File: src/rtl/pcnt_pkg.sv
// Package: shared register addresses, bit positions and status layout for
// the pulse counter status bank. Assumes a 16-bit register bus.
package pcnt_pkg;

    localparam int DATA_W = 16;
    localparam int ADDR_W = 3;

    typedef enum logic [ADDR_W-1:0] {
        REG_CNT_LO = 3'd0,
        REG_CNT_HI = 3'd1,
        REG_CMP_LO = 3'd2,
        REG_CMP_HI = 3'd3,
        REG_CTRL   = 3'd4,
        REG_STAT   = 3'd5,
        REG_CLR    = 3'd6,
        REG_NONE   = 3'd7
    } reg_addr_e;

    // Sticky flag slots inside the sticky vector
    localparam int SK_CARRY  = 0;
    localparam int SK_EQ     = 1;
    localparam int SK_LATCH  = 2;
    localparam int SK_STOP   = 3;
    localparam int SK_ORIGIN = 4;
    localparam int SK_N      = 5;

    // Control register bits
    localparam int CTL_LATCH_EN = 0;
    localparam int CTL_STOP_EN  = 1;
    localparam int CTL_RISE_SEL = 2;
    localparam int CTL_W        = 3;

    // Clear-register bit that clears each sticky slot
    function automatic int clr_bit(input int slot);
        case (slot)
            SK_CARRY: return 0;
            SK_EQ:    return 12;
            SK_LATCH: return 13;
            SK_STOP:  return 14;
            default:  return 15;
        endcase
    endfunction

    localparam logic [DATA_W-1:0] CLR_READBACK = 16'hF001;

    // Status word, most significant field first (bit 7 down to bit 0)
    typedef struct packed {
        logic dir;
        logic clk_off;
        logic origin;
        logic stop;
        logic latch;
        logic equal;
        logic less;
        logic carry;
    } status_t;

endpackage

File: src/rtl/pcnt_sync.sv
// Module: multi-stage synchroniser for a vector of asynchronous inputs.
// Assumes each bit is an independent level; no bus coherency is implied.
module pcnt_sync #(
    parameter int WIDTH  = 4,
    parameter int STAGES = 2
) (
    input  logic             clk,
    input  logic             rst_n,
    input  logic [WIDTH-1:0] din,
    output logic [WIDTH-1:0] dout
);
    logic [STAGES-1:0][WIDTH-1:0] chain_q;

    // Shift each input through STAGES flops
    always_ff @(posedge clk) begin
        if (!rst_n) begin
            chain_q <= '0;
        end else begin
            chain_q[0] <= din;
            for (int s = 1; s < STAGES; s++) begin
                chain_q[s] <= chain_q[s-1];
            end
        end
    end

    assign dout = chain_q[STAGES-1];
endmodule

File: src/rtl/pcnt_sticky.sv
// Module: vector of sticky flags. Each bit sets on its set input and clears on
// its clear input; set wins when both are high in the same cycle.
module pcnt_sticky #(
    parameter int WIDTH = 5
) (
    input  logic             clk,
    input  logic             rst_n,
    input  logic [WIDTH-1:0] set,
    input  logic [WIDTH-1:0] clr,
    output logic [WIDTH-1:0] q
);
    // Hold, clear, then apply set on top
    always_ff @(posedge clk) begin
        if (!rst_n) begin
            q <= '0;
        end else begin
            q <= (q & ~clr) | set;
        end
    end
endmodule

File: src/rtl/pcnt_clk_mon.sv
// Module: watches a synchronised sync-clock level for rising edges. It flags
// loss after LOSS_LIMIT edge-free cycles and recovery after GOOD_EDGES edges
// in a row. It drives a sample strobe from the edges or from an internal
// divider. Assumes sync_lvl is already synchronised to clk.
module pcnt_clk_mon #(
    parameter int LOSS_LIMIT = 16,
    parameter int GOOD_EDGES = 4,
    parameter int INT_DIV    = 8
) (
    input  logic clk,
    input  logic rst_n,
    input  logic sync_lvl,
    output logic clk_off,
    output logic tick
);
    localparam int GAP_W = $clog2(LOSS_LIMIT + 1);
    localparam int RUN_W = $clog2(GOOD_EDGES + 1);
    localparam int DIV_W = $clog2(INT_DIV);

    logic             prev_q;
    logic [GAP_W-1:0] gap_q;
    logic [RUN_W-1:0] run_q;
    logic [DIV_W-1:0] div_q;
    logic             edge_seen;
    logic             lost;
    logic             int_tick;

    assign edge_seen = sync_lvl & ~prev_q;
    assign lost      = !edge_seen && (gap_q >= GAP_W'(LOSS_LIMIT - 1));
    assign int_tick  = (div_q == DIV_W'(INT_DIV - 1));

    // Remember previous level for edge detection
    always_ff @(posedge clk) begin
        if (!rst_n) prev_q <= 1'b0;
        else        prev_q <= sync_lvl;
    end

    // Cycles since the last edge, saturating at the loss limit
    always_ff @(posedge clk) begin
        if (!rst_n)                         gap_q <= '0;
        else if (edge_seen)                 gap_q <= '0;
        else if (gap_q != GAP_W'(LOSS_LIMIT)) gap_q <= gap_q + 1'b1;
    end

    // Loss flag and the run of good edges that clears it
    always_ff @(posedge clk) begin
        if (!rst_n) begin
            clk_off <= 1'b1;
            run_q   <= '0;
        end else if (lost) begin
            clk_off <= 1'b1;
            run_q   <= '0;
        end else if (edge_seen && clk_off) begin
            if (run_q == RUN_W'(GOOD_EDGES - 1)) begin
                clk_off <= 1'b0;
                run_q   <= '0;
            end else begin
                run_q <= run_q + 1'b1;
            end
        end
    end

    // Free-running internal divider
    always_ff @(posedge clk) begin
        if (!rst_n)        div_q <= '0;
        else if (int_tick) div_q <= '0;
        else               div_q <= div_q + 1'b1;
    end

    // Registered strobe from the selected source
    always_ff @(posedge clk) begin
        if (!rst_n) tick <= 1'b0;
        else        tick <= clk_off ? int_tick : edge_seen;
    end
endmodule

File: src/rtl/pcnt_status_bank.sv
// Module: status and control register bank for a pulse counter. Compares the
// count with a programmable value, keeps sticky input status, records count
// direction and carry, and monitors the sync clock. Assumes cnt_value,
// cnt_step, cnt_dir and carry_pulse are synchronous to clk and CNT_W is twice
// the bus width.
module pcnt_status_bank
    import pcnt_pkg::*;
#(
    parameter int CNT_W       = 32,
    parameter int SYNC_STAGES = 2,
    parameter int LOSS_LIMIT  = 16,
    parameter int GOOD_EDGES  = 4,
    parameter int INT_DIV     = 8
) (
    input  logic              clk,
    input  logic              rst_n,
    input  logic [CNT_W-1:0]  cnt_value,
    input  logic              cnt_step,
    input  logic              cnt_dir,
    input  logic              carry_pulse,
    input  logic              latch_in,
    input  logic              stop_in,
    input  logic              origin_in,
    input  logic              sync_clk_in,
    input  logic [ADDR_W-1:0] bus_addr,
    input  logic              bus_wr,
    input  logic [DATA_W-1:0] bus_wdata,
    output logic [DATA_W-1:0] bus_rdata,
    output logic              cmp_less,
    output logic              cmp_equal,
    output logic              clk_off,
    output logic              sample_tick
);
    localparam int HALF_W = CNT_W / 2;
    localparam int N_ASYNC = 4;

    logic [CNT_W-1:0]   cmp_q;
    logic [CTL_W-1:0]   ctrl_q;
    logic               dir_q;
    logic               latch_prev_q;
    logic [N_ASYNC-1:0] async_s;
    logic               latch_s, stop_s, origin_s, sync_s;
    logic               latch_edge;
    logic               clr_wr;
    logic [SK_N-1:0]    sticky_set, sticky_clr, sticky_q;
    status_t            stat;

    // Bring the asynchronous inputs into the clock domain
    pcnt_sync #(.WIDTH(N_ASYNC), .STAGES(SYNC_STAGES)) sync_i (
        .clk  (clk),
        .rst_n(rst_n),
        .din  ({sync_clk_in, origin_in, stop_in, latch_in}),
        .dout (async_s)
    );
    assign {sync_s, origin_s, stop_s, latch_s} = async_s;

    // Sync clock monitor and sample strobe source
    pcnt_clk_mon #(
        .LOSS_LIMIT(LOSS_LIMIT),
        .GOOD_EDGES(GOOD_EDGES),
        .INT_DIV   (INT_DIV)
    ) mon_i (
        .clk     (clk),
        .rst_n   (rst_n),
        .sync_lvl(sync_s),
        .clk_off (clk_off),
        .tick    (sample_tick)
    );

    // Previous latch level for edge selection
    always_ff @(posedge clk) begin
        if (!rst_n) latch_prev_q <= 1'b0;
        else        latch_prev_q <= latch_s;
    end

    assign latch_edge = ctrl_q[CTL_RISE_SEL] ? (latch_s & ~latch_prev_q)
                                             : (~latch_s & latch_prev_q);

    // Compare and control registers written from the bus
    always_ff @(posedge clk) begin
        if (!rst_n) begin
            cmp_q  <= '0;
            ctrl_q <= '0;
        end else if (bus_wr) begin
            case (reg_addr_e'(bus_addr))
                REG_CMP_LO: cmp_q[HALF_W-1:0]     <= bus_wdata[HALF_W-1:0];
                REG_CMP_HI: cmp_q[CNT_W-1:HALF_W] <= bus_wdata[HALF_W-1:0];
                REG_CTRL:   ctrl_q                <= bus_wdata[CTL_W-1:0];
                default: ;
            endcase
        end
    end

    // Direction of the most recent count step
    always_ff @(posedge clk) begin
        if (!rst_n)        dir_q <= 1'b0;
        else if (cnt_step) dir_q <= cnt_dir;
    end

    // Set conditions for each sticky slot
    always_comb begin
        sticky_set            = '0;
        sticky_set[SK_CARRY]  = carry_pulse;
        sticky_set[SK_EQ]     = (cnt_value == cmp_q);
        sticky_set[SK_LATCH]  = ctrl_q[CTL_LATCH_EN] & latch_edge;
        sticky_set[SK_STOP]   = ctrl_q[CTL_STOP_EN] & stop_s;
        sticky_set[SK_ORIGIN] = origin_s;
    end

    // Write-zero clears, one clear-register bit per slot
    assign clr_wr = bus_wr && (reg_addr_e'(bus_addr) == REG_CLR);
    for (genvar k = 0; k < SK_N; k++) begin : g_clr
        assign sticky_clr[k] = clr_wr & ~bus_wdata[clr_bit(k)];
    end

    pcnt_sticky #(.WIDTH(SK_N)) sticky_i (
        .clk  (clk),
        .rst_n(rst_n),
        .set  (sticky_set),
        .clr  (sticky_clr),
        .q    (sticky_q)
    );

    assign cmp_less  = (cnt_value < cmp_q);
    assign cmp_equal = sticky_q[SK_EQ];

    // Assemble the status word
    always_comb begin
        stat.dir     = dir_q;
        stat.clk_off = clk_off;
        stat.origin  = sticky_q[SK_ORIGIN];
        stat.stop    = sticky_q[SK_STOP];
        stat.latch   = sticky_q[SK_LATCH];
        stat.equal   = sticky_q[SK_EQ];
        stat.less    = cmp_less;
        stat.carry   = sticky_q[SK_CARRY];
    end

    // Read multiplexer
    always_comb begin
        case (reg_addr_e'(bus_addr))
            REG_CNT_LO: bus_rdata = DATA_W'(cnt_value[HALF_W-1:0]);
            REG_CNT_HI: bus_rdata = DATA_W'(cnt_value[CNT_W-1:HALF_W]);
            REG_CMP_LO: bus_rdata = DATA_W'(cmp_q[HALF_W-1:0]);
            REG_CMP_HI: bus_rdata = DATA_W'(cmp_q[CNT_W-1:HALF_W]);
            REG_CTRL:   bus_rdata = DATA_W'(ctrl_q);
            REG_STAT:   bus_rdata = DATA_W'(stat);
            REG_CLR:    bus_rdata = CLR_READBACK;
            default:    bus_rdata = '0;
        endcase
    end
endmodule

File: config.mk
export PLATFORM = sky130hd
export DESIGN_NAME = pcnt_status_bank
export DESIGN_NICKNAME = d
export VERILOG_FILES = /design/src/rtl/pcnt_pkg.sv /design/src/rtl/pcnt_sync.sv /design/src/rtl/pcnt_sticky.sv /design/src/rtl/pcnt_clk_mon.sv /design/src/rtl/pcnt_status_bank.sv
export SDC_FILE = /design/constraint.sdc
export NUM_CORES = 1
export LEC_CHECK = 0
export BUFFER_PORTS_ARGS = -buffer_cell sky130_fd_sc_hd__buf_2
export CORE_ASPECT_RATIO = 0.75
export CORE_MARGIN = 2
export CORE_UTILIZATION = 30
export CTS_CLUSTER_DIAMETER = 80
export DETAILED_ROUTE_END_ITERATION = 8
export GPL_TIMING_DRIVEN = 1
export SLEW_MARGIN = 30
export SYNTH_ARGS = -nofsm -noshare
export SYNTH_HDL_FRONTEND = slang
export SYNTH_SLANG_ARGS = --single-unit
File: constraint.sdc
create_clock -name clk -period 4.51 [get_ports clk]
set_input_delay 0.451 -clock clk [delete_from_list [all_inputs] [get_ports clk]]
set_output_delay 0.451 -clock clk [all_outputs]
set_load 0.005 [all_outputs]
; Word-level counts from Yosys, hierarchy flattened
; Index checks and enable logic that the tools add are counted.
[classes]
mux = 4
reduce_logical = 12
order_cmp = 2
eq_ne = 10
n_addsub = 3
n_bitwise = 22
[op_table]
columns = operator, count
row1 = $pmux 16 s7, 1
row2 = $eq 32x32->1, 1
row3 = $lt 32x32->1, 1
row4 = $eq 3x3->1 const B, 4
row5 = $and 1x1->1, 10
row6 = $eq 3x2->1 const B, 3
row7 = $not 1->1, 9
row8 = $reduce_and 2->1, 4
row9 = $add 3x1->3 const B, 2
row10 = $reduce_or 2->1, 3
row11 = $add 5x1->5 const B, 1
row12 = $and 5x5->5, 1
row13 = $ge 5x4->1 const B, 1
row14 = $ne 5x5->1 const B, 1
row15 = $not 5->5, 1
row16 = $or 5x5->5, 1
row17 = $eq 3x1->1 const B, 1
row18 = $logic_and 1x1->1, 3
row19 = $logic_not 3->1, 1
row20 = $mux 3, 1
row21 = $mux 1, 2
row22 = $logic_not 1->1, 1
[totals]
output_inout_bits = 20
input_bits = 61
regBits = 64
word_cells = 67

; Logic depth before layout (Yosys ltp)
; Gate-level depths: netlist of run 1.
[depth]
ltp_word = 6
ltp_mapped = 7

; Hierarchy
; A second synthesis of run 1 with hierarchy kept.
[unflattened]
hier_cells = 465
area_unflattened_um2 = 3956.3
[by_module_without_submodules]
columns = module, cells_each, seq_area_each_um2, area_per_inst_um2, n_inst
row1 = pcnt_status_bank, 364, 740.7, 2876.5, 1
row2 = pcnt_clk_mon, 66, 280.3, 633.1, 1
row3 = pcnt_sync, 20, 160.2, 240.2, 1
row4 = pcnt_sticky, 15, 100.1, 206.4, 1

; Least setup slack after synthesis of run 1
; No wires, ideal clock.
[synth_path]
path_type = input -> output
start = input cnt_value[17]
end = output bus_rdata[1]
arrival_ps = 1829
n_path_buf = 0
path_stages = 6
setup_slack_ps = 2230
t_required_ps = 4059
cell_sequence = ha_1 -> a21o_1 -> a221o_1 -> a221oi_2 -> o211ai_1 -> o31ai_1
[synth_between]
elab_chain_cells = 2
[synth_lines]
columns = item, line
row1 = "start, declared", pcnt_status_bank.sv:17  ; input logic [CNT_W-1:0] cnt_value,
row2 = $lt 32x32->1, pcnt_status_bank.sv:124  ; assign cmp_less = (cnt_value < cmp_q);
row3 = $pmux 16 s7 *, pcnt_status_bank.sv:141  ; case (reg_addr_e'(bus_addr))
row4 = "end, declared", pcnt_status_bank.sv:28  ; output logic [DATA_W-1:0] bus_rdata,
; Mark *: on every way between the ends. The rest lies on a longest branch, timed or not.

; Worst setup path in the final report of run 1
[layout_path]
start = register cmp_q[17]
end = output bus_rdata[1]
[layout_between]
elab_chain_cells = 2
[layout_lines]
columns = item, line
row1 = "start, declared", pcnt_status_bank.sv:37  ; logic [CNT_W-1:0] cmp_q;
row2 = "start signal, assigned by index", pcnt_status_bank.sv:86  ; REG_CMP_LO: cmp_q[HALF_W-1:0] <= bus_wdata[HALF_W-1:0];
row3 = "start signal, assigned by index", pcnt_status_bank.sv:87  ; REG_CMP_HI: cmp_q[CNT_W-1:HALF_W] <= bus_wdata[HALF_W-1:0];
row4 = $lt 32x32->1, pcnt_status_bank.sv:124
row5 = $pmux 16 s7 *, pcnt_status_bank.sv:141
; Marked as above.

==> results by stage, run 1 <==
Outcome:
- The run finished with clean final reports.

Final layout:
- The number of nets at the end of the flow is between 600 and 700.
- Of the cells placed in the final design, the portion with a size suffix greater than 1 is between 20 and 25%.
- The number of antenna cells inserted is 0.
- With fillers left out, the area of the finished cells amounts to 4590 sq um.
- The synthesis-to-layout area growth is 20.0%.
- After filler insertion, the fill cell instance count of the layout stands at roughly 1300.

GRT:
- The number of global-route vias before repair was 3168.
- The initial antenna violation count came to 0.
- The overall track demand over capacity in global routing is 15.7%.
- The first global-routing pass estimated 16.3 mm of wire.
- After global routing the overflow that remains totals 0.
- The pin count of the biggest net entering global routing is 58.

Synthesis:
- The area share of xor/xnor cells in the synthesized design is 0.687%.
- Counting flops with an async set or reset pin after synthesis yields a share of 0%.
- The area share of and/or/nand/nor cells after synthesis is 19.9%.
- The number of synthesized flops with an enable pin is 0.
- The sequential cell area fraction in the yosys report is between 30% and 40%.
- Of the post-synthesis cell area, the part taken by muxes is 10.2%.
- The synthesized area per cell is 8.50 sq um.
- Among all flip-flop cells after synthesis, the most frequent one is sky130_fd_sc_hd__dfxtp_1.
- By area the synthesized netlist is led by sky130_fd_sc_hd__dfxtp_1 (34%), sky130_fd_sc_hd__ha_1 (12%), sky130_fd_sc_hd__nand2_1 (8.7%).
- The cell with the most instances after synthesis is sky130_fd_sc_hd__nand2_1.
- The count of state elements after synthesis is 64.
- When the netlist entered floorplanning its net count stood at 549.
- The number of distinct library cell variants in the gate-level netlist after synthesis is 44.
- The share of the synthesized area in the top cell type is 33.5%.
- Of the total synthesized cell area, the portion taken by full adders, half adders and majority gates is 12.4%.
- In the synthesized netlist, the cells that appear most often are sky130_fd_sc_hd__nand2_1 (89), sky130_fd_sc_hd__dfxtp_1 (64), sky130_fd_sc_hd__inv_1 (45).
- The dominant combinational cell family by area after synthesis is simple AND/OR/NAND/NOR gates.
- After synthesis the cells add up to 3820 sq um.
- The biggest area consumer among synthesized cells is sky130_fd_sc_hd__dfxtp_1.
- The Yosys step of the flow raised 0 warnings.
- The synthesized instance count is 450.
- Summing the areas of all compound-gate instances in the mapped netlist gives 15.9% of the synthesized area.

STA:
- The total count of max-transition violations in the final report was 0.
- The fmax is 364 MHz.
- The number of hold-slack violations in the final timing report is 0.
- After layout, the worst setup slack is between 1.5 and 2 ns.
- Setup repair after global routing left no endpoint under its margin.
- The worst path in the final design needs a cycle of between 2 and 3 ns, including I/O delays and setup.
- Dividing the final minimum period by the clock period gives 60.8%.
- The final count of negative-setup-slack endpoints is 0.
- In this run the tightest slew margin relative to its limit is a little under half.
- The sum of negative setup slack is 0 ns.
- For the pin with the worst max-slew slack, the measured transition is roughly 0.82 ns.
- The clock skew is 0.00407 ns.

Worst setup path:
- The number of cell instances on the worst register-to-register path is 7.
- Data on the critical path arrives at its endpoint at around 2.3 ns.
- The most critical setup path has its endpoint at bus_rdata[1].
- The worst setup path is captured at a primary output.
- The critical path in this run is classified as reg2out.
- The startpoint of the worst register-to-register path is cmp_q[30].
- Data on the critical path is required at its endpoint by 4.06 ns.
- Tracing the worst setup path back leads to its startpoint at cmp_q[17].
- The setup check on the worst reg-to-reg path leaves a slack of 2.76 ns.
- The worst setup path is launched from a register.
- The terminus of the critical flop-to-flop path is sticky_i.q[1].
- The largest driver fanout on the critical path is 3.

Route:
- Before antenna repair, the detailed router went through 5 iterations.
- For this run, design rule violations remaining after detail routing come to 0.
- The first routing iteration left 156 violations.
- The count of vias placed by the detailed router is 3267.
- The detail route stage leaves a number of antenna-violating nets equal to 0.
- The routed length per instance is 14.8 um.
- The final wirelength is between 10 and 15 mm.
- After detailed routing, the number of vias per cell comes to 4.75.

Die:
- The floorplan step defined a die boundary enclosing 13700 sq um.
- The cell row count is 35.
- The top-level I/O count is between 80 and 90.
- The initial utilization of the core area, before any placement, comes to a little under a third.
- From left edge to right edge, the die measures about 130 um.
- After floorplanning, the core was sized to cover around 12000 sq um.
- From bottom edge to top edge, the die measures 102 um.

Power and ir drop:
- The total power is 0.00141 W.
- For this design the ratio of total power to cell area is around 310 nW/um^2.
- The largest voltage drop on the vdd net is approximately 0.17 mV.
- The total leakage power is 1.85 nW.

Clocking:
- The level count of the clock H-tree is 3.
- Counting the buffers created by CTS gives 9.
- The maximum buffer depth of the clock tree is 2.
- The number of clock sinks is 64.
- Clock latency on the worst-skew pair, taken at its later pin, is approximately 0.32 ns.
- The number of setup buffers added after CTS is 0.
- The count of cells resized by post-cts repair is 0.
- Buffers inserted to repair hold after CTS numbered 0.
- After clock tree synthesis, the clock-pin slew on the worst setup and hold paths is 0.05 ns.
- The master cell of the clock root buffer is sky130_fd_sc_hd__clkbuf_16.
- The CTS tree is built.

Worst hold path:
- The worst min-delay path category is in2reg.
- The startpoint of the worst hold path is sync_clk_in.

Placement:
- Before CTS, the worst setup slack after placement is 1.88 ns.
- Once placement finished, the instance area stood at about 4300 sq um.
- Once detailed placement completed, the half-perimeter wirelength came to 7.83 mm.
- Buffers placed on the I/O ports in this run total 80.
- The routability congestion estimate from global placement is 0.792.

Run:
- The tool flagged a number of max-cap violations equal to 0.
layout make-up:
cell class / instances / area (sq um) / share of cell area (%)
Tap cell: 166 / 208 / 4.53
Timing Repair Buffer: 80 / 400 / 8.73
Sequential cell: 64 / 1280 / 27.9
Clock buffer: 15 / 268 / 5.84
Multi-Input combinational cell: 318 / 2260 / 49.3
Inverter: 45 / 169 / 3.68
logic make-up after synthesis:
logic type,after synthesis
xor gates and xnor gates,3
buffers and inverters,68
adders and majority gates,38
AOI/OAI and AO/OA,91
DFF,64
and+or+nand+nor,162
muxes,24
stage by stage:
stage	std cells	util [%]	hold WS (ns)
after CTS	688	37.1	0.319
after floorplan	450	-	0.405
after global placement	673	35.0	0.412
final	688	37.1	0.334
after global routing	688	37.1	0.334
after detailed placement	673	35.0	0.419
metal layers:
layer  wire length, um  vias to the layer above  global-route usage (%)  part of all wire (%)
met3               757                        8                    4.65                   7.4
li1                  -                     1667                       -                     -
met2              4490                       99                    24.5                    44
met4                86                        0                    4.21                  0.85
met5                 0                        -                       0                     0
met1              4820                     1493                    21.3                    47
worst min path at each step:
stage                     slack [ns]           endpoint  cells after the start
after floorplan                 0.40     mon_i.div_q[0]                      1
after global placement          0.41     mon_i.div_q[0]                      1
after detailed placement        0.42     sync_i.dout[1]                      1
after CTS                       0.32  sync_i.chain_q[3]                      2
after global routing            0.33  sync_i.chain_q[1]                      2
final                           0.33  sync_i.chain_q[3]                      2
cells in the final DEF, fill, tap and decap left out, types with 12 or more instances in the layout:
cell type                   n
sky130_fd_sc_hd__nand2_1   89
sky130_fd_sc_hd__buf_2     80
sky130_fd_sc_hd__dfxtp_1   64
sky130_fd_sc_hd__inv_1     45
sky130_fd_sc_hd__ha_1      38
sky130_fd_sc_hd__nor2_1    19
sky130_fd_sc_hd__a21boi_0  19
sky130_fd_sc_hd__o21ai_0   17
sky130_fd_sc_hd__a21boi_1  15
sky130_fd_sc_hd__nor2b_1   13
sky130_fd_sc_hd__a21oi_1   13
sky130_fd_sc_hd__mux4_2    12
sky130_fd_sc_hd__and2_1    12
worst max-delay path, cell delays in order (launching register included):
cell and delay, ns:
sky130_fd_sc_hd__dfxtp_1 0.36, sky130_fd_sc_hd__inv_1 0.06, sky130_fd_sc_hd__ha_1 0.29, sky130_fd_sc_hd__a21o_1 0.19, sky130_fd_sc_hd__a221o_1 0.33, sky130_fd_sc_hd__a221oi_2 0.22, sky130_fd_sc_hd__o211ai_1 0.14, sky130_fd_sc_hd__o31ai_1 0.23
sky130_fd_sc_hd__buf_2 0.15
power by group:
| group | switching, W | internal, W |
|---|---|---|
| clock network | 0.000220 | 0.000399 |
| registers | 0.0000115 | 0.000584 |
| logic | 0.000100 | 0.0000907 |
flip-flops by register name (all words and copies together), names as in the netlist, 3 cells and up:
signal / cells
ctrl_q: 3
sticky_i.q: 5
sync_i.chain_q: 4
mon_i.div_q: 3
mon_i.run_q: 3
sync_i.dout: 4
mon_i.gap_q: 5
cmp_q: 32
No activity file was read; power rests on OpenSTA's default activity.
==> run 2: changes to the inputs <==
- ABC_AREA: unset -> 1
- clock period: 4.51 -> 2.8 ns (I/O delays scaled with it)
==> run 2 against run 1 <==
  * Area after synthesis down 4.9%
  * Register-to-register slack worse by 1.7 ns
  * Highest routed layer unchanged
  * Clock skew about the same
  * Count of clock-buffer cells in the layout down 6
  * First-iteration DRC count up 11%
  * Non-clock buffer count up 1
  * Final cell count up 4.8%
  * Design area down 2.3%
  * Setup slack worse by 1.4 ns
  * Flip-flop and latch count unchanged
  * Global-route usage up 1.0 points
==> results by stage, run 2 <==
Synthesis:
- The synthesized design contains 64 register bits.
- The area share of xor/xnor cells in the synthesized design is 0%.
- After Yosys synthesis, full adders, half adders and majority gates account for between 10% and 20% of the synthesized area.
- After synthesis, the netlist uses 34 different library cells.
- The biggest area consumer among synthesized cells is sky130_fd_sc_hd__dfxtp_1.
- Ranked by instance count, the synthesized netlist is headed by sky130_fd_sc_hd__inv_1 (70), sky130_fd_sc_hd__nand2_1 (67), sky130_fd_sc_hd__a21oi_1 (65).
- The cell area after synthesis is 3640 sq um.
- The cell with the most instances after synthesis is sky130_fd_sc_hd__inv_1.
- Synthesis produced around 480 cells.
- Of all flip-flops after synthesis, the portion carrying an async set or reset was 0%.
- Summing the areas of all compound-gate instances in the mapped netlist gives between 20% and 30% of the synthesized area.
- The number of synthesized flops with an enable pin is 0.
- Of the post-synthesis cell area, the dominant cell type holds a little over a third.
- Yosys attributes the largest share of cell area to sky130_fd_sc_hd__dfxtp_1 (35%), sky130_fd_sc_hd__ha_1 (13%), sky130_fd_sc_hd__a21oi_1 (8.9%).
- The predominant post-synthesis flop cell is sky130_fd_sc_hd__dfxtp_1.
- The sequential cell area fraction in the yosys report is 35.2%.
- After synthesis, the largest family of logic cells by area is compound AO/OA/AOI/OAI gates.
- Yosys printed 0 warnings.
- The synthesized netlist net count is 575.
- Of the total synthesized cell area, the portion taken by AND, OR, NAND and NOR gates is 15.4%.
- The synthesized area per cell is 7.64 sq um.
- The portion of synthesized area spent on multiplexers is 0%.

STA:
- The clock skew is between 0.004 and 0.005 ns.
- Setup violations remaining at the end of the flow were counted as 0.
- At the pin with the least slew margin, the transition time is 0.457 ns.
- The total count of max-transition violations in the final report was 0.
- The final clock period utilization by the worst path is 87.4%.
- Static timing analysis puts the maximum clock frequency at 409 MHz.
- Headroom to the max-slew limit came out at between 60 and 70%.
- The sum of negative setup slack is 0 ns.
- Setup repair after global routing left no endpoint under its margin.
- The worst hold margin is 0.123 ns.
- The number of hold-slack violations in the final timing report is 0.
- The routed design could run at a clock period as short as approximately 2.4 ns.

Die:
- The core region is 11700 sq um.
- The width of the die is 131 um.
- The die area is 13000 sq um.
- The chip height is 99.4 um.
- The cell row count is 34.
- The initial utilization of the core area, before any placement, comes to 31.1%.
- The top-level I/O count is 81.

GRT:
- Entering global routing, the biggest net connects 33 pins.
- The overall track demand over capacity in global routing is 16.7%.
- The initial antenna violation count came to 1.
- The number of global-route vias before repair is approximately 3300.
- The first global-routing pass estimated 17.0 mm of wire.
- After global routing the overflow that remains totals 0.

Power and ir drop:
- The power density over the cells is 587 nW/um^2.
- VDD sags by at most between 0.2 and 0.25 mV.
- In this run the static leakage power is 2.01 nW.

Clocking:
- After clock tree synthesis, the setup repair step added 0 buffers.
- The number of buffers created by CTS is 9.
- The H-tree generated during clock tree synthesis spans 3 levels.
- The clock passes through at most 2 buffers.
- The clock latency on the worst-skew pair is 0.34 ns.
- Counting every sink on the clock net gives 64.
- The CTS tree is built.
- The tree is rooted in a sky130_fd_sc_hd__clkbuf_16.
- The clock edge transition at the registers on the reported setup and hold paths is 0.06 ns.
- The count of cells resized by post-cts repair is 0.
- The number of hold buffers added after cts is 0.

Route:
- The final wirelength is 10.6 mm.
- The first detailed-routing pass took 4 iterations.
- After detailed routing, the number of vias per cell comes to between 4 and 5.
- The final antenna-violating net count is 0.
- The number of design-rule violations left by the first detailed-router iteration is 173.
- The routed length per instance is 14.7 um.
- The residual DRC count is 0.
- The count of vias placed by the detailed router is 3450.

Placement:
- The number of cells after detailed placement is 704.
- The final HPWL from detailed placement is 7.97 mm.
- The routability congestion estimate from global placement is 0.863.
- The number of port buffers is 80.

Final layout:
- The fraction of final layout cells with drive strength greater than 1 is 22.2%.
- The top cell types in the final layout, fill and taps aside, are sky130_fd_sc_hd__buf_2 (80), sky130_fd_sc_hd__inv_1 (70), sky130_fd_sc_hd__nand2_1 (67).
- Fill cells in the final layout number ~1200.
- The number of flip-flops under the largest register name is 32.
- The number of nets at the end of the flow is around 650.
- The filler-free cell count of the finished design is 721.
- The register with the most flip-flops is cmp_q.
- In the final layout, the registers with the most flip-flops are cmp_q x32, mon_i.gap_q x5, sticky_i.q x5.
- The leading cell type in the layout, fill and taps excluded is sky130_fd_sc_hd__buf_2.
- The synthesis-to-layout area growth is 23.2%.

Outcome:
- The run finished with clean final reports.

Run:
- The count of max-cap constraint violations is 0.

Worst setup path:
- The data required time of the critical path is 2.52 ns.
- The library cell contributing the largest single delay on the critical path is sky130_fd_sc_hd__dfxtp_1.
- The worst setup path is launched from a register.
- The largest driver fanout on the critical path is 3.
- For this run, the slowest stage of the critical path takes roughly 0.35 ns.
- The type of the worst setup path is reg2out.
- Traced cell by cell, the critical path runs through inv_1, ha_1, nand2_1, nor2_1, nand2_1, nor4_1, nand2_1, and2_1, buf_2.
- The endpoint arrival time on the critical path is 2.17 ns.
- The type of element capturing the critical path is a primary output.
- The critical path's most frequent cell is sky130_fd_sc_hd__nand2_1.

Worst hold path:
- The worst min-delay path category is in2reg.
run 2: cell types whose count changed in the layout (fill, tap and decap cells not counted), moves of 11 or more:
cell	before	now
sky130_fd_sc_hd__nor2b_1	13	0
sky130_fd_sc_hd__a21oi_1	13	65
sky130_fd_sc_hd__o21ai_1	1	33
sky130_fd_sc_hd__nor2_1	19	36
sky130_fd_sc_hd__mux2i_1	11	0
sky130_fd_sc_hd__a21boi_0	19	0
sky130_fd_sc_hd__nand2_1	89	67
sky130_fd_sc_hd__a21boi_1	15	0
sky130_fd_sc_hd__mux4_2	12	0
sky130_fd_sc_hd__inv_1	45	70
sky130_fd_sc_hd__and2_1	12	1
run 2: path summary, 6_finish.rpt:
check / start / end / slack (ns) / cells after the start
min reg2reg: sync_i.chain_q[1] / sync_i.dout[1] / 0.41 / 2
min: sync_clk_in / sync_i.chain_q[3] / 0.12 / 3
max: cmp_q[30] / cmp_less / 0.35 / 9
max reg2reg: cmp_q[30] / sticky_i.q[1] / 1.03 / 8
run 2: logic make-up (layout without fill, tap and decap cells):
logic type	count (synthesis)	in the layout
compound gates	153	153
fa+ha+maj	38	38
buf+inv	92	174
flops	64	64
other cells	0	1
simple gates	129	129
run 2: metal layers:
| metal | global-route usage [%] | part of all wire (%) | up-vias |
|---|---|---|---|
| met4 | 4.43 | 1.1 | 0 |
| met5 | 0 | 0 | - |
| met1 | 21.2 | 48 | 1580 |
| li1 | - | - | 1769 |
| met2 | 27.4 | 44 | 88 |
| met3 | 5.61 | 6.8 | 13 |
run 2: layout make-up:
| type | instances | area (sq um) | share of cell area, % |
|---|---|---|---|
| Clock buffer | 9 | 225 | 5.03 |
| Multi-Input combinational cell | 320 | 1950 | 43.4 |
| Clock inverter | 7 | 125 | 2.79 |
| Sequential cell | 64 | 1280 | 28.6 |
| Timing Repair Buffer | 81 | 408 | 9.11 |
| Inverter | 77 | 289 | 6.45 |
| Tap cell | 162 | 203 | 4.53 |
| Antenna cell | 1 | 2.50 | 0.0559 |
run 2: power breakdown:
group          leakage (nW)  switching [W]  internal, W
clock                 0.171       0.000455     0.000880
combinational          1.32       0.000199     0.000133
sequential            0.522      0.0000157     0.000947
run 2: through the flow:
step                instance area, sq um  total power [W]  utilization (%)  worst slack, ns
floorplan                           3640          0.00118                -             1.13
detailed placement                  4130          0.00131             35.3            0.728
finish                              4480          0.00263             38.3            0.354
global placement                    4130          0.00131             35.3            0.762
global route                        4480          0.00276             38.3            0.139
CTS                                 4480          0.00266             38.3            0.377
run 2: worst max-delay path, delay by kind of cell, from the launching register on:
kind,cells,cell delay [ns]
flip-flops,1,0.35
buffers and inverters,2,0.19
adder cells (fa/ha/maj),1,0.28
AND/OR/NAND/NOR,6,1.02
==> run 3: changes to the inputs <==
- CORE_MARGIN: 2 -> unset
==> run 3 against run 2 <==
  * Die area shrank 3.5%
  * Via count decreased by 1.2%
  * Clock skew fell by 0.0013 ns
  * Setup slack gained 0.045 ns
  * Register-to-register slack gained 0.05 ns
  * Global-route usage up 0.33 points
  * Final cell count is the same
  * Sequential share of layout area hardly changed
  * Design area is essentially flat
  * Largest cell class unchanged
  * Largest power group unchanged
==> results by stage, run 3 (same netlist as run 2, synthesis figures left out) <==
Die:
- The width of the die is around 130 um.
- The top-level I/O count is 81.
- The total core area is 11700 sq um.
- The floorplan has 34 rows.
- The floorplan step defined a die boundary enclosing 12600 sq um.
- The chip height is between 90 and 100 um.
- For this configuration, the core starts out at a cell density of 31.1%.

Power and ir drop:
- Total power for the finished layout comes to 0.00262 W.
- The total leakage power is 2.01 nW.
- Dividing total power by cell area gives a power density of 585 nW/um^2.
- The largest voltage drop on the vdd net is around 0.27 mV.

Run:
- The count of max-cap constraint violations is 0.

Worst setup path:
- The setup slack on the worst flop-to-flop path is 1.08 ns.
- Data arrives at the worst endpoint at 2.12 ns.
- Of all nets on the critical path, the largest fanout is 3.
- Tracing the worst setup path back leads to its startpoint at cmp_q[30].
- The destination of the critical timing path is cmp_less.
- The kind of start point of the critical path is a register.
- The worst register-to-register path begins at cmp_q[30].
- The type of element capturing the critical path is a primary output.
- The data required time of the critical path is 2.52 ns.
- The terminus of the critical flop-to-flop path is sticky_i.q[1].
- The type of the worst setup path is reg2out.
- The number of cell instances on the worst register-to-register path is 8.

Clocking:
- The number of clock sinks is 64.
- The master cell of the clock root buffer is sky130_fd_sc_hd__clkbuf_16.
- Clock-pin slew was measured on the worst setup and hold paths at 0.06 ns.
- The maximum buffer depth of the clock tree is 2.
- Gates resized during post-CTS repair numbered 0.
- The H-tree was split into 3 levels.
- The number of setup buffers added after CTS is 0.
- TritonCTS built the clock tree.
- Clock tree synthesis inserted a total of 9 buffers.
- The number of hold buffers added after CTS was 0.
- For the worst-skew pair, the clock arrives at the later sink with an insertion delay of 0.33 ns.

Outcome:
- The flow ran to the end, and the final reports show no timing, DRC or antenna violations.

Final layout:
- The number of flip-flops under the largest register name is 32.
- The top cell types in the final layout, fill and taps aside, are sky130_fd_sc_hd__buf_2 (80), sky130_fd_sc_hd__inv_1 (70), sky130_fd_sc_hd__nand2_1 (67).
- The utilization after layout is 38.3%.
- The post-route netlist has roughly 22% of its cells at a drive strength greater than 1.
- The layout filler cell count is 1231.
- The leading cell type in the layout, fill and taps excluded is sky130_fd_sc_hd__buf_2.
- The largest registers in the layout are cmp_q x32, mon_i.gap_q x5, sticky_i.q x5.
- The synthesis-to-layout area growth is 23.3%.
- The register area is 1280 sq um.
- The finished cells cover between 4000 and 5000 sq um.
- The register with the most flip-flops in the final layout is cmp_q.
- The area of the multi-input gates is slightly below 2000 sq um.
- The number of nets at the end of the flow is ~650.

Placement:
- The final HPWL from detailed placement is just under 8 mm.
- The area after detailed placement is roughly 4100 sq um.
- Port buffering added 80 buffers.
- The congestion estimate from routability-driven global placement came to roughly 0.86.
- OpenSTA, run right after detailed placement, puts the worst setup slack at 0.744 ns.

Route:
- The detailed router finished its first iteration with between 150 and 200 violations.
- Detailed routing inserted a total of 3410 vias.
- The final antenna-violating net count is 0.
- After detailed routing, the total wire length is 10.1 mm.
- The routed length per instance is 14.0 um.
- The residual DRC count is 0.
- Dividing the detail-routed via count by the number of cells gives 4.73.
- The number of iterations in the first detailed-routing pass is 4.

GRT:
- The initial antenna violation count is 1.
- The overall track demand over capacity in global routing is between 15 and 20%.
- The number of global-route vias before repair came to 3266.
- Global routing finished with a remaining overflow of 0.
- The first global-routing pass estimated 16.2 mm of wire.
- Entering global routing, the biggest net connects 33 pins.

STA:
- The clock skew is between 0.003 and 0.004 ns.
- The number of hold-slack violations in the final timing report is 0.
- The measured slew at the worst slew-check pin is 0.435 ns.
- The sum of negative setup slack is 0 ns.
- The final clock period utilization by the worst path is 85.8%.
- The setup slack after layout is around 0.4 ns.
- The worst path in the final design needs a cycle of 2.40 ns, including I/O delays and setup.
- The worst pin sits at a relative slew slack of 71.0%.
- The total count of max-transition violations in the final report came to 0.
- Setup repair after global routing left no endpoint under its margin.
- The final count of negative-setup-slack endpoints is 0.
- Based on the critical path, the design can be clocked at up to between 400 and 500 MHz.

Worst hold path:
- The worst min-delay path category is in2reg.
==> run 3: cell count changes in the layout (fill, tap and decap cells not counted), sizes merged <==
cell	change
inv	-2
clkinvlp	+1
clkbuf	+1
==> run 3: how the worst min path moves through the flow <==
stage | from | endpoint | slack (ns) | depth (start not counted)
after CTS | stop_in | sync_i.chain_q[1] | 0.12 | 3
after global placement | sync_i.chain_q[3] | sync_i.dout[3] | 0.40 | 2
final | sync_clk_in | sync_i.chain_q[3] | 0.13 | 3
after floorplan | cnt_step | dir_q | 0.37 | 1
after detailed placement | sync_i.chain_q[2] | sync_i.dout[2] | 0.40 | 2
after global routing | sync_clk_in | sync_i.chain_q[3] | 0.13 | 3
==> run 3: area by class of cell <==
class | count | share of cell area, %
multi-input combinational | 320 | 43.4
sequential | 64 | 28.6
timing repair buffer | 81 | 9.10
inverter | 77 | 6.45
clock buffer | 10 | 5.33
tap | 162 | 4.52
clock inverter | 6 | 2.57
antenna | 1 | 0.0558
==> run 3: critical path, stage by stage, from the launching register on <==
cell,delay [ns]
sky130_fd_sc_hd__dfxtp_1,0.35
sky130_fd_sc_hd__inv_1,0.07
sky130_fd_sc_hd__ha_1,0.27
sky130_fd_sc_hd__nand2_1,0.06
sky130_fd_sc_hd__nor2_1,0.27
sky130_fd_sc_hd__nand2_1,0.12
sky130_fd_sc_hd__nor4_1,0.26
sky130_fd_sc_hd__nand2_1,0.12
sky130_fd_sc_hd__and2_1,0.15
sky130_fd_sc_hd__buf_2,0.12
==> run 3: metal layers <==
metal,global-route usage (%),vias to the layer above,routed length [um]
met2,26.9,90,4450
met5,0,-,0
li1,-,1764,-
met1,21.9,1543,4760
met4,4.52,0,115
met3,5.84,13,779
==> run 3: where the power goes <==
part           switching [W]  internal [W]
Clock               0.000432      0.000898
Combinational       0.000198      0.000133
Sequential         0.0000152      0.000947
==> run 3: metrics by stage <==
stage	cells	hold slack, ns
floorplan	476	0.374
global placement	704	0.399
detailed placement	704	0.402
CTS	720	0.118
global route	720	0.126
finish	721	0.125
